===== src/rtl/lat_pkg.sv =====
package lat_pkg;

   localparam int KIND_W = 4;

   typedef enum logic [1:0] {
      ADM_ISSUED  = 2'b00,
      ADM_ALIASED = 2'b01,
      ADM_BUSY    = 2'b10
   } adm_status_e;

   typedef enum logic [KIND_W-1:0] {
      K_LOAD    = 4'd0,
      K_IFETCH  = 4'd1,
      K_STORE   = 4'd2,
      K_RMW_RD  = 4'd3,
      K_RMW_WR  = 4'd4,
      K_LRMW_RD = 4'd5,
      K_LRMW_WR = 4'd6,
      K_LINKED  = 4'd7,
      K_CONDST  = 4'd8,
      K_FLUSH   = 4'd9
   } req_kind_e;

   // write class: everything except plain loads and instruction fetches
   function automatic logic is_write_class(input logic [KIND_W-1:0] kind);
      return kind >= 4'd2;
   endfunction

endpackage


===== src/rtl/lat_prio_enc.sv =====
module lat_prio_enc #(
   parameter int N = 8,
   localparam int IDX_W = (N > 1) ? $clog2(N) : 1
) (
   input  logic [N-1:0]     req_i,
   output logic [IDX_W-1:0] idx_o,
   output logic             any_o
);
   generate
      if (N < 1) begin : g_bad_n
         $error("lat_prio_enc: N must be at least 1");
      end
   endgenerate

   always_comb begin
      idx_o = '0;
      for (int i = N - 1; i >= 0; i--) begin
         if (req_i[i]) idx_o = IDX_W'(i);
      end
   end

   assign any_o = |req_i;
endmodule


===== src/rtl/lat_stall_ctr.sv =====
module lat_stall_ctr #(
   parameter int CNT_W = 16,
   parameter bit SAT   = 1'b1
) (
   input  logic             clk,
   input  logic             rst_n,
   input  logic             inc_i,
   output logic [CNT_W-1:0] count_o
);
   generate
      if (CNT_W < 1) begin : g_bad_w
         $error("lat_stall_ctr: CNT_W must be positive");
      end
      if (SAT) begin : g_sat
         always_ff @(posedge clk) begin
            if (!rst_n)                          count_o <= '0;
            else if (inc_i && (count_o != '1))   count_o <= count_o + 1'b1;
         end
      end else begin : g_wrap
         always_ff @(posedge clk) begin
            if (!rst_n)      count_o <= '0;
            else if (inc_i)  count_o <= count_o + 1'b1;
         end
      end
   endgenerate
endmodule


===== src/rtl/lat_table.sv =====
module lat_table #(
   parameter int ENTRIES = 8,
   parameter int KEY_W   = 26,
   parameter int KIND_W  = 4,
   parameter int TS_W    = 16,
   localparam int IDX_W  = (ENTRIES > 1) ? $clog2(ENTRIES) : 1,
   localparam int OCC_W  = $clog2(ENTRIES + 1)
) (
   input  logic              clk,
   input  logic              rst_n,
   input  logic [KEY_W-1:0]  lk_key_i,
   output logic              lk_hit_o,
   output logic              full_o,
   input  logic              ins_en_i,
   input  logic [KIND_W-1:0] ins_kind_i,
   input  logic [TS_W-1:0]   ins_ts_i,
   input  logic              rm_en_i,
   input  logic [KEY_W-1:0]  rm_key_i,
   output logic              rm_hit_o,
   output logic [KIND_W-1:0] rm_kind_o,
   output logic [TS_W-1:0]   rm_ts_o,
   output logic [OCC_W-1:0]  occ_o
);
   generate
      if (ENTRIES < 2) begin : g_bad_entries
         $error("lat_table: ENTRIES must be at least 2");
      end
   endgenerate

   logic [ENTRIES-1:0] valid_q;
   logic [KEY_W-1:0]   key_q  [ENTRIES];
   logic [KIND_W-1:0]  kind_q [ENTRIES];
   logic [TS_W-1:0]    ts_q   [ENTRIES];

   logic [ENTRIES-1:0] lk_match, rm_match;
   logic [IDX_W-1:0]   free_idx;
   logic               free_any;

   genvar e;
   generate
      for (e = 0; e < ENTRIES; e++) begin : g_ent
         assign lk_match[e] = valid_q[e] && (key_q[e] == lk_key_i);
         assign rm_match[e] = valid_q[e] && (key_q[e] == rm_key_i);
      end
   endgenerate

   lat_prio_enc #(.N(ENTRIES)) u_free (
      .req_i (~valid_q),
      .idx_o (free_idx),
      .any_o (free_any)
   );

   assign lk_hit_o = |lk_match;
   assign rm_hit_o = |rm_match;
   assign full_o   = !free_any;

   always_comb begin
      rm_kind_o = '0;
      rm_ts_o   = '0;
      occ_o     = '0;
      for (int i = 0; i < ENTRIES; i++) begin
         if (rm_match[i]) begin
            rm_kind_o = kind_q[i];
            rm_ts_o   = ts_q[i];
         end
         occ_o = occ_o + OCC_W'(valid_q[i]);
      end
   end

   always_ff @(posedge clk) begin
      if (!rst_n) begin
         valid_q <= '0;
         for (int i = 0; i < ENTRIES; i++) begin
            key_q[i]  <= '0;
            kind_q[i] <= '0;
            ts_q[i]   <= '0;
         end
      end else begin
         for (int i = 0; i < ENTRIES; i++) begin
            if (rm_en_i && rm_match[i]) valid_q[i] <= 1'b0;
            if (ins_en_i && free_any && (free_idx == IDX_W'(i))) begin
               valid_q[i] <= 1'b1;
               key_q[i]   <= lk_key_i;
               kind_q[i]  <= ins_kind_i;
               ts_q[i]    <= ins_ts_i;
            end
         end
      end
   end

   // one line never held twice in a table
   a_r5_single_line: assert property (@(posedge clk) disable iff (!rst_n)
      $onehot0(lk_match));
   // never insert into a full table
   a_r8_no_insert_full: assert property (@(posedge clk) disable iff (!rst_n)
      ins_en_i |-> free_any);
   // a removal request hits at most one entry
   a_r9_single_remove: assert property (@(posedge clk) disable iff (!rst_n)
      rm_en_i |-> $onehot0(rm_match));
endmodule


===== src/rtl/line_alias_table.sv =====
module line_alias_table
   import lat_pkg::*;
#(
   parameter int ADDR_W   = 32,
   parameter int LINE_OFS = 6,
   parameter int ENTRIES  = 8,
   parameter int MAX_OUT  = 12,
   parameter int TS_W     = 16,
   parameter int CNT_W    = 16,
   parameter bit STALL_SAT = 1'b1,
   localparam int KEY_W   = ADDR_W - LINE_OFS,
   localparam int OUT_W   = $clog2(MAX_OUT + 1),
   localparam int OCC_W   = $clog2(ENTRIES + 1)
) (
   input  logic              clk,
   input  logic              rst_n,
   input  logic              req_valid_i,
   input  logic [ADDR_W-1:0] req_addr_i,
   input  logic [3:0]        req_kind_i,
   output logic [1:0]        req_status_o,
   input  logic              cpl_valid_i,
   input  logic              cpl_write_i,
   input  logic [ADDR_W-1:0] cpl_addr_i,
   output logic              cpl_done_o,
   output logic              cpl_err_o,
   output logic [3:0]        cpl_kind_o,
   output logic [TS_W-1:0]   cpl_latency_o,
   output logic              issue_o,
   output logic [ADDR_W-1:0] issue_line_o,
   output logic [3:0]        issue_kind_o,
   output logic [OUT_W-1:0]  outstanding_o,
   output logic [CNT_W-1:0]  stall_wr_rd_o,
   output logic [CNT_W-1:0]  stall_wr_wr_o,
   output logic [CNT_W-1:0]  stall_rd_wr_o,
   output logic [CNT_W-1:0]  stall_rd_rd_o
);
   generate
      if (LINE_OFS < 0 || LINE_OFS >= ADDR_W) begin : g_bad_ofs
         $error("line_alias_table: LINE_OFS must lie inside the address");
      end
      if (MAX_OUT < 1 || MAX_OUT > 2 * ENTRIES) begin : g_bad_max
         $error("line_alias_table: MAX_OUT must be 1..2*ENTRIES");
      end
      if (TS_W < 2) begin : g_bad_ts
         $error("line_alias_table: TS_W too narrow");
      end
   endgenerate

   logic [KEY_W-1:0] req_key, cpl_key;
   assign req_key = req_addr_i[ADDR_W-1:LINE_OFS];
   assign cpl_key = cpl_addr_i[ADDR_W-1:LINE_OFS];

   logic [TS_W-1:0]  now_q;
   logic [OUT_W-1:0] cnt_q;

   logic             rd_hit, wr_hit, rd_full, wr_full;
   logic             rd_rm_hit, wr_rm_hit;
   logic [3:0]       rd_rm_kind, wr_rm_kind;
   logic [TS_W-1:0]  rd_rm_ts, wr_rm_ts;
   logic [OCC_W-1:0] rd_occ, wr_occ;

   logic             req_wr, at_max, accept;
   logic             inc_wr_rd, inc_wr_wr, inc_rd_wr, inc_rd_rd;
   adm_status_e      status;

   assign req_wr = is_write_class(req_kind_i);
   assign at_max = (32'(cnt_q) >= MAX_OUT);

   // admission decision: global limit, then cross-table, then own table, then room
   always_comb begin
      status    = ADM_ISSUED;
      accept    = 1'b0;
      inc_wr_rd = 1'b0;
      inc_wr_wr = 1'b0;
      inc_rd_wr = 1'b0;
      inc_rd_rd = 1'b0;
      if (at_max) begin
         status = ADM_BUSY;
      end else if (req_wr) begin
         if (rd_hit) begin
            status    = ADM_ALIASED;
            inc_wr_rd = req_valid_i;
         end else if (wr_hit) begin
            status    = ADM_ALIASED;
            inc_wr_wr = req_valid_i;
         end else if (wr_full) begin
            status = ADM_BUSY;
         end else begin
            accept = req_valid_i;
         end
      end else begin
         if (wr_hit) begin
            status    = ADM_ALIASED;
            inc_rd_wr = req_valid_i;
         end else if (rd_hit) begin
            status    = ADM_ALIASED;
            inc_rd_rd = req_valid_i;
         end else if (rd_full) begin
            status = ADM_BUSY;
         end else begin
            accept = req_valid_i;
         end
      end
   end

   assign req_status_o = status;

   lat_table #(.ENTRIES(ENTRIES), .KEY_W(KEY_W), .KIND_W(4), .TS_W(TS_W)) u_rd_tab (
      .clk        (clk),
      .rst_n      (rst_n),
      .lk_key_i   (req_key),
      .lk_hit_o   (rd_hit),
      .full_o     (rd_full),
      .ins_en_i   (accept && !req_wr),
      .ins_kind_i (req_kind_i),
      .ins_ts_i   (now_q),
      .rm_en_i    (cpl_valid_i && !cpl_write_i),
      .rm_key_i   (cpl_key),
      .rm_hit_o   (rd_rm_hit),
      .rm_kind_o  (rd_rm_kind),
      .rm_ts_o    (rd_rm_ts),
      .occ_o      (rd_occ)
   );

   lat_table #(.ENTRIES(ENTRIES), .KEY_W(KEY_W), .KIND_W(4), .TS_W(TS_W)) u_wr_tab (
      .clk        (clk),
      .rst_n      (rst_n),
      .lk_key_i   (req_key),
      .lk_hit_o   (wr_hit),
      .full_o     (wr_full),
      .ins_en_i   (accept && req_wr),
      .ins_kind_i (req_kind_i),
      .ins_ts_i   (now_q),
      .rm_en_i    (cpl_valid_i && cpl_write_i),
      .rm_key_i   (cpl_key),
      .rm_hit_o   (wr_rm_hit),
      .rm_kind_o  (wr_rm_kind),
      .rm_ts_o    (wr_rm_ts),
      .occ_o      (wr_occ)
   );

   logic            cpl_hit, rm_ok;
   logic [3:0]      sel_kind;
   logic [TS_W-1:0] sel_ts;
   assign cpl_hit  = cpl_write_i ? wr_rm_hit  : rd_rm_hit;
   assign sel_kind = cpl_write_i ? wr_rm_kind : rd_rm_kind;
   assign sel_ts   = cpl_write_i ? wr_rm_ts   : rd_rm_ts;
   assign rm_ok    = cpl_valid_i && cpl_hit;

   always_ff @(posedge clk) begin
      if (!rst_n) begin
         now_q         <= '0;
         cnt_q         <= '0;
         issue_o       <= 1'b0;
         issue_line_o  <= '0;
         issue_kind_o  <= '0;
         cpl_done_o    <= 1'b0;
         cpl_err_o     <= 1'b0;
         cpl_kind_o    <= '0;
         cpl_latency_o <= '0;
      end else begin
         now_q <= now_q + 1'b1;
         if (accept && !rm_ok)      cnt_q <= cnt_q + 1'b1;
         else if (!accept && rm_ok) cnt_q <= cnt_q - 1'b1;
         issue_o       <= accept;
         issue_line_o  <= {req_key, {LINE_OFS{1'b0}}};
         issue_kind_o  <= req_kind_i;
         cpl_done_o    <= rm_ok;
         cpl_err_o     <= cpl_valid_i && !cpl_hit;
         cpl_kind_o    <= sel_kind;
         cpl_latency_o <= now_q - sel_ts;
      end
   end

   assign outstanding_o = cnt_q;

   lat_stall_ctr #(.CNT_W(CNT_W), .SAT(STALL_SAT)) u_c_wr_rd (
      .clk(clk), .rst_n(rst_n), .inc_i(inc_wr_rd), .count_o(stall_wr_rd_o));
   lat_stall_ctr #(.CNT_W(CNT_W), .SAT(STALL_SAT)) u_c_wr_wr (
      .clk(clk), .rst_n(rst_n), .inc_i(inc_wr_wr), .count_o(stall_wr_wr_o));
   lat_stall_ctr #(.CNT_W(CNT_W), .SAT(STALL_SAT)) u_c_rd_wr (
      .clk(clk), .rst_n(rst_n), .inc_i(inc_rd_wr), .count_o(stall_rd_wr_o));
   lat_stall_ctr #(.CNT_W(CNT_W), .SAT(STALL_SAT)) u_c_rd_rd (
      .clk(clk), .rst_n(rst_n), .inc_i(inc_rd_rd), .count_o(stall_rd_rd_o));

   // the in-flight count equals the table occupancy
   a_r7_count_tracks: assert property (@(posedge clk) disable iff (!rst_n)
      32'(cnt_q) == 32'(rd_occ) + 32'(wr_occ));
   // at the limit the count cannot grow
   a_r1_hold_at_max: assert property (@(posedge clk) disable iff (!rst_n)
      (32'(cnt_q) >= MAX_OUT) |=> (cnt_q <= $past(cnt_q)));
   // an issued status is followed by the issue strobe
   a_r7_issue_after_accept: assert property (@(posedge clk) disable iff (!rst_n)
      (req_valid_i && req_status_o == ADM_ISSUED) |=> issue_o);
   // a retired entry lowers the count by one (net of a same-edge admission)
   a_r9_done_drops_count: assert property (@(posedge clk) disable iff (!rst_n)
      cpl_done_o |-> (32'(cnt_q) + 32'd1 == 32'($past(cnt_q)) + 32'(issue_o)));
   // done and error never together
   a_r10_done_err_excl: assert property (@(posedge clk) disable iff (!rst_n)
      !(cpl_done_o && cpl_err_o));
endmodule


===== config.mk =====
export PLATFORM = sky130hd
export DESIGN_NAME = line_alias_table
export DESIGN_NICKNAME = d
export VERILOG_FILES = /design/src/rtl/lat_pkg.sv /design/src/rtl/lat_prio_enc.sv /design/src/rtl/lat_stall_ctr.sv /design/src/rtl/lat_table.sv /design/src/rtl/line_alias_table.sv
export SDC_FILE = /design/constraint.sdc
export NUM_CORES = 2
export LEC_CHECK = 0
export BUFFER_PORTS_ARGS = -buffer_cell sky130_fd_sc_hd__buf_2
export CAP_MARGIN = 10
export CORE_MARGIN = 10
export CORE_UTILIZATION = 35
export DETAILED_ROUTE_END_ITERATION = 6
export PLACE_DENSITY = 0.54
export RECOVER_POWER = 100
export SYNTH_ARGS = -nofsm -noshare
export SYNTH_HDL_FRONTEND = slang
export SYNTH_SLANG_ARGS = --single-unit

===== constraint.sdc =====
create_clock -name clk -period 5 [get_ports clk]
set_clock_uncertainty 0.2 [all_clocks]
set_input_delay 0.25 -clock clk [delete_from_list [all_inputs] [get_ports clk]]
set_output_delay 0.25 -clock clk [all_outputs]
set_load 0.01 [all_outputs]

Word level (Yosys, flattened, before mapping)
Memory sizes are Yosys's and may differ from the RTL's.
Index checks and enable logic that the tools add are counted.
W data, S select, Z words.
{ "totals": {"output_inout_bits": 129, "word_cells": 464, "reg_bits": 159, "mem_bits_rw": 736, "memories": 6} }
{ "memory_table": {"columns": ["memory", "depth", "width", "rd", "rd_ports_with_merged_regs", "write_ports", "line_no", "rtl"], "rows": [
  ["u_rd_tab.key_q", 8, 26, 8, 0, 8, "lat_table.sv:31", "logic [KEY_W-1:0] key_q [ENTRIES];"],
  ["u_wr_tab.key_q", 8, 26, 8, 0, 8, "lat_table.sv:31", null],
  ["u_rd_tab.ts_q", 8, 16, 8, 0, 8, "lat_table.sv:33", "logic [TS_W-1:0] ts_q [ENTRIES];"],
  ["u_wr_tab.ts_q", 8, 16, 8, 0, 8, "lat_table.sv:33", null],
  ["u_rd_tab.kind_q", 8, 4, 8, 0, 8, "lat_table.sv:32", "logic [KIND_W-1:0] kind_q [ENTRIES];"],
  ["u_wr_tab.kind_q", 8, 4, 8, 0, 8, "lat_table.sv:32", null]
]} }
{ "classes": {"bitwise": 50, "mux": 210, "n_reduce_logical": 108, "addsub": 8, "n_lt_le_gt_ge": 2, "eq_ne": 50} }
{ "ops": {"columns": ["operator", "n"], "rows": [
  ["$eq A26 B26 Y1", 32],
  ["$mux W16", 33],
  ["$mux W26", 16],
  ["$mux W4", 35],
  ["$mux W1", 102],
  ["$add A16 B1 Y16 const B", 5],
  ["$logic_and A1 B1 Y1", 78],
  ["$ne A16 B16 Y1 const B", 4],
  ["$mux W3", 16],
  ["$or A1 B1 Y1", 48],
  ["$reduce_or A8 Y1", 6],
  ["$reduce_bool A2 Y1", 17],
  ["$eq A3 B3 Y1 const B", 8],
  ["$mux W2", 8],
  ["$not A8 Y8", 2],
  ["$sub A16 B16 Y16", 1],
  ["$eq A3 B2 Y1 const B", 4],
  ["$eq A3 B1 Y1 const B", 2],
  ["$logic_not A3 Y1", 2],
  ["$logic_not A1 Y1", 5],
  ["$add A4 B1 Y4 const B", 1],
  ["$ge A4 B2 Y1 const B", 1],
  ["$ge A4 B4 Y1 const B", 1],
  ["$sub A4 B1 Y4 const B", 1]
]} }

Logic depth before layout (Yosys ltp)
{ "depth": {"ltp_word": 15, "depth_mapped": 26, "depth_no_buf": 23} }

Hierarchy
A second synthesis with hierarchy kept.
{ "unflattened": {"cells_unflattened": 4114, "area_unflattened_um2": 45952.8} }
{ "by_module_without_submodules": {"columns": ["mod", "n_inst", "cells_per_inst", "area_each_um2", "seq_area_each_um2"], "rows": [
  ["lat_table", 2, 1668, 19518.7, 11210.8],
  ["line_alias_table", 1, 364, 3404.5, 1461.4],
  ["lat_stall_ctr", 4, 97, 837.1, 320.3],
  ["lat_prio_enc", 2, 13, 81.3, 0.0]
]} }

Worst setup path after synthesis
OpenSTA, ideal clock, no wires.
{ "synth_timing": {"kind": "input port to flip-flop", "from": "in cpl_addr_i[20]", "to": "reg cpl_latency_o[15]", "cell_stages": 23, "setup_time_ns": 0.064, "path_slack_ns": -0.229, "t_arrival_ns": 4.965, "path_cell_list": "buf_2 > buf_2 > xnor2_1 > nand4_1 > nor4_1 > nand4_1 > clkbuf_1 > clkbuf_1 > o211ai_1 > o2111ai_1 > a41oi_1 > o211ai_1 > ha_1 > nor2b_1 > o31ai_1 > a21oi_1 > a211o_1 > a21o_1 > a21o_1 > a31o_2 > a31o_2 > or3_1 > nand4_1"} }
{ "synth_via": {"elab_chain_len": 12, "elab_cells_between_ends": 50, "classes_between": "add/sub (1); eq/ne (16); mux (17); reduce/logical (16)"} }
{ "synth_lines": {"columns": ["item", "line_no", "rtl"], "rows": [
  ["start: declaration", "line_alias_table.sv:23", "input logic [ADDR_W-1:0] cpl_addr_i,"],
  ["$eq A26 B26 Y1", "lat_table.sv:43", "assign rm_match[e] = valid_q[e] && (key_q[e] == rm_key_i);"],
  ["$logic_and A1 B1 Y1", "lat_table.sv:43", null],
  ["$mux W16 (8 in a row)", "lat_table.sv:62", "if (rm_match[i]) begin"],
  ["$mux W16 (*)", "line_alias_table.sv:147", "assign sel_ts = cpl_write_i ? wr_rm_ts : rd_rm_ts;"],
  ["$sub A16 B16 Y16 (*)", "line_alias_table.sv:171", "cpl_latency_o <= now_q - sel_ts;"],
  ["end signal: assignment", "line_alias_table.sv:171", null],
  ["end: declaration", "line_alias_table.sv:27", "output logic [TS_W-1:0] cpl_latency_o,"]
]} }
Mark *: on every way between the ends. The rest lies on a longest branch, timed or not.
A chain may end at the register's enable or synchronous reset.

==> PnR_summary.wiki <==
{| class="wikitable"
! Metric !! Value
|-
| Placement Cell Area || 51600 µm²
|-
| Reg clk slew, reported paths || 0.06 ns
|-
| Total clock buffers created by CTS || 102
|-
| Filler cell count in the final layout || 12100
|-
| Library cells used by synthesis || 78
|-
| Post-Synthesis Cells || 4000
|-
| Wirelength per Cell || 27.1 µm
|-
| CTS H-Tree Depth || 3
|-
| Detailed Route WL || 174000 µm
|-
| Violations in the final reports || max-capacitance violations, max-slew violations, negative setup slack
|-
| Standard cell with the maximum stage delay on the critical path || or4_4
|-
| Worst IR Drop VDD || 269 µV
|-
| Worst skew pair latency || 0.76 ns
|-
| Kind of launch point of the worst setup path || flop
|-
| Antenna violations before repair || 3
|-
| Worst flop-to-flop path endpoint || cpl_latency_o[15]$_SDFF_PN0_
|-
| Min Tclk post-route || 5.47 ns
|-
| Sequential fraction of the synthesis area || 56.5%
|-
| Proportion of register bits with asynchronous set or reset after synthesis || 0%
|-
| P per Cell Area || 339 nW/µm²
|-
| Number of input and output port buffers inserted || 183
|-
| PnR Total Power || 18.6 mW
|-
| Number of enable-type register cells in the synthesized netlist || 736
|-
| Die span in y || 377 µm
|-
| Count of final setup violators || 27
|-
| Starting density of the core || 35.3%
|-
| Yosys warnings || 0
|-
| Mean number of vias per cell || 5.31
|-
| Hold path start || req_addr_i[11]
|-
| Wire length of the first global-routing pass || 244000 µm
|-
| Type of the most critical hold path || primary input to flop
|-
| Setup repair after global routing missed its margin || true
|-
| Root cell of the clock tree || clkbuf_16
|-
| Category of the worst setup path capture point || flop
|-
| P_leak || 20.0 nW
|-
| Relative slew slack || -45.9%
|-
| Worst EP arrival || 5.94 ns
|-
| Proportion of layout cells with a drive suffix above 1 || 19.3%
|-
| Delay of the slowest critical-path stage || 0.56 ns
|-
| Count of buffer and inverter cells on the critical path || 4
|-
| Die outline width || 377 µm
|-
| Total of flip-flops plus latches after synthesis || 889
|-
| Number of global-route vias before repair || 33400
|-
| Worst hold-check slack || 0.0934 ns
|-
| Maximum number of buffers from clock root to sink || 3
|-
| Global route overflow || 0
|-
| Timing-limited maximum frequency || 183 MHz
|-
| Outcome || finished with violations
|-
| Antenna-violating nets left || 0
|-
| I/O pin total || 202
|-
| Cell count of the worst reg-to-reg path || 23
|-
| Top FF cell, synth || edfxtp_1
|-
| Num rows || 130
|-
| Post-synthesis cell area || 44600 µm²
|-
| Total track usage || 23.7%
|-
| Number of optimization iterations in the first detailed-route pass || 5
|-
| Number of DRC markers in iteration 0 || 4346
|-
| Final number of hold-violating endpoints || 0
|-
| Net total in the final layout || 4768
|-
| Vias || 34100
|-
| Reg-to-reg setup timing slack || -0.47 ns
|-
| Global placement routability congestion || 0.976
|-
| Placeable core area || 126000 µm²
|-
| Fraction of the cycle the final worst path needs || 109%
|-
| Residual DRC count || 0
|-
| Aggregate negative setup slack || -2.13 ns
|-
| Max-cap violations || 3
|-
| Post-DP HPWL || 123000 µm
|-
| Cell-by-cell trace of the critical path || xnor2_2 -> nand4_1 -> or4_4 -> nor4_4 -> buf_6 -> buf_12 -> buf_12 -> a221o_1 -> a311oi_2 -> o311ai_1 -> buf_4 -> o211ai_1 -> ha_1 -> nor2b_4 -> o31ai_4 -> a21oi_2 -> a211o_1 -> a21o_1 -> a21o_1 -> a31o_4 -> a31o_4 -> or3_1 -> nand4_1
|-
| Number of slew-limit violations in the final report || 139
|-
| Depth of the worst hold-timing path || 4
|-
| Slew of the pin with the lowest slew margin || 2.19 ns
|-
| Final design instance area without fill || 54900 µm²
|-
| Layout overhead on the synthesized area || 23.2%
|-
| Max Fanout on Critical Path || 5
|-
| Clock tree from TritonCTS || built
|-
| Number of clock sinks seen by CTS || 889
|-
| End point of the worst hold path || issue_line_o[11]$_SDFF_PN0_
|-
| Category of cells accounting for the largest share of critical-path delay || compound AO/OA/AOI/OAI gates
|-
| Critical setup path kind || flop to flop
|-
| Endpoint required time on the critical path || 5.48 ns
|-
| Die area || 142000 µm²
|-
| Maximum number of pins on one net before global-route repair || 88
|-
| Mapped Avg Cell Area || 11.1 µm²
|-
| Setup slack after layout || -0.467 ns
|-
| Source of the worst register-to-register timing path || u_wr_tab.key_q[0][76]$_SDFFCE_PN0P_
|}
==> cell usage in the layout (no fill, tap or decap), types with 13 or more instances in the layout <==
cell type,Yosys,final
buf_4,37,525
inv_1,140,138
a21oi_1,76,73
clkinv_2,0,20
o21ai_0,69,66
xnor2_1,769,765
clkbuf_2,0,24
and3_1,31,31
nand4_1,216,217
clkbuf_1,151,175
buf_12,0,38
bufinv_16,0,13
a21o_1,16,16
clkbuf_4,0,13
nor3_1,48,47
ha_1,23,20
nand2_1,148,140
clkinv_1,1,18
clkbuf_16,0,103
dfxtp_1,153,153
edfxtp_1,736,736
o211ai_1,27,27
or3_1,24,23
mux2i_1,29,28
nand3_1,100,99
xor2_1,134,134
or2_2,13,13
nor2_1,700,697
conb_1,1,24
nor4_1,50,50
buf_2,58,59
==> cell type report <==
type / instances / area, µm² / share of cell area (%)
multi-input combinational: 2698 / 17700 / 32.2
clock inverter: 67 / 741 / 1.35
inverter: 143 / 541 / 0.984
timing repair buffer: 836 / 6030 / 11.0
tap: 1650 / 2060 / 3.76
sequential: 889 / 25200 / 45.8
antenna: 2 / 5.00 / 0.00912
clock buffer: 125 / 2710 / 4.94
==> cell usage after synthesis, types with 10 or more instances <==
cell type	number	area, µm²
ha_1	23	288
o21ai_0	69	345
mux2i_1	29	290
buf_2	58	290
or2_2	13	81.3
o2111ai_1	12	105
buf_4	37	278
and3_1	31	194
and2_1	11	68.8
or3_1	24	150
a211o_1	13	114
clkbuf_1	151	567
o211ai_1	27	203
dfxtp_1	153	3060
nand2_1	148	556
a21oi_1	76	380
o21bai_1	12	90.1
buf_6	33	372
xnor2_1	769	6740
xor2_1	134	1170
buf_1	14	52.6
a21o_1	16	120
nand2b_1	12	75.1
nor2_1	700	2630
nor4_1	50	313
nand4_1	216	1350
inv_1	140	526
o22ai_1	10	62.6
nand3_1	100	500
edfxtp_1	736	22100
nor3_1	48	240
mux2_2	10	113
==> where the power goes <==
part           internal [mW]  leakage [nW]  switching (mW)  total [mW]
Clock                   4.54          1.67            3.28        7.82
Sequential              8.38          8.71           0.234        8.61
Combinational          0.883          9.61            1.31        2.19
==> routing by layer <==
layer	vias to the layer above	GRT usage (%)	wire [µm]
met5	-	0	0
li1	15200	-	-
met2	1635	39.1	81900
met4	0	10.9	8300
met1	16900	30.3	69000
met3	352	3.87	14400
==> sequential cells by signal, indices dropped and copies added, names as in the netlist <==
| name | flops |
|---|---|
| cpl_done_o | 1 |
| cpl_err_o | 1 |
| cpl_kind_o | 4 |
| cpl_latency_o | 16 |
| issue_kind_o | 4 |
| issue_line_o | 26 |
| issue_o | 1 |
| now_q | 16 |
| outstanding_o | 4 |
| u_c_rd_rd.count_o | 16 |
| u_c_rd_wr.count_o | 16 |
| u_c_wr_rd.count_o | 16 |
| u_c_wr_wr.count_o | 16 |
| u_rd_tab.key_q | 208 |
| u_rd_tab.kind_q | 32 |
| u_rd_tab.ts_q | 128 |
| u_rd_tab.valid_q | 8 |
| u_wr_tab.key_q | 208 |
| u_wr_tab.kind_q | 32 |
| u_wr_tab.ts_q | 128 |
| u_wr_tab.valid_q | 8 |
==> worst max-delay path by stage <==
stage | depth (start not counted) | start | end | slack [ns]
floorplan | 22 | cpl_addr_i[20] | cpl_latency_o[15]$_SDFF_PN0_ | 0.005
global placement | 25 | cpl_addr_i[9] | cpl_latency_o[14]$_SDFF_PN0_ | -0.89
detailed placement | 27 | cpl_addr_i[20] | cpl_latency_o[14]$_SDFF_PN0_ | -0.83
CTS | 24 | u_wr_tab.key_q[0][69]$_SDFFCE_PN0P_ | cpl_latency_o[14]$_SDFF_PN0_ | -0.66
global route | 24 | u_wr_tab.key_q[0][76]$_SDFFCE_PN0P_ | cpl_latency_o[14]$_SDFF_PN0_ | -0.66
finish | 23 | u_wr_tab.key_q[0][76]$_SDFFCE_PN0P_ | cpl_latency_o[15]$_SDFF_PN0_ | -0.47
==> kinds of logic (layout without fill, tap and decap cells) <==
logic type,count (synthesis),count (layout),synth area share [%]
other,1,26,0.00842
muxes,39,39,0.904
and+or+nand+nor,1396,1396,14.7
adders and majority gates,25,25,0.736
xor gates and xnor gates,903,903,17.8
AOI/OAI and AO/OA,311,311,4.68
DFF,889,889,56.5
buffers and inverters,436,1171,4.70
==> worst register-to-register path, stage by stage, from the launching register on <==
cell	delay [ns]
edfxtp_1	0.46
xnor2_2	0.20
nand4_1	0.12
or4_4	0.56
nor4_4	0.30
buf_6	0.19
buf_12	0.11
buf_12	0.10
a221o_1	0.11
a311oi_2	0.11
o311ai_1	0.26
buf_4	0.17
o211ai_1	0.15
ha_1	0.33
nor2b_4	0.14
o31ai_4	0.25
a21oi_2	0.11
a211o_1	0.34
a21o_1	0.17
a21o_1	0.18
a31o_4	0.23
a31o_4	0.22
or3_1	0.31
nand4_1	0.09
==> repair_timing <==
action | in CTS | in global routing
cloned | 1 | 0
resized for setup | 44 | 26
buffers inserted | 26 | 5
hold endpoints to repair | 36 | 0
hold buffers | 6 | 0
pin swaps | 23 | 39
endpoints found under the setup margin | 8 | 11
==> stage by stage <==
step	setup slack, ns	instances	utilization, %
5_1_grt	-0.662	6408	43.6
3_3_place_gp	-0.886	6198	40.9
3_5_place_dp	-0.829	6200	40.9
4_1_cts	-0.658	6409	43.9
2_1_floorplan	0.00496	4023	-
6_report	-0.467	6410	43.6
(Power assumes the default switching activity.)
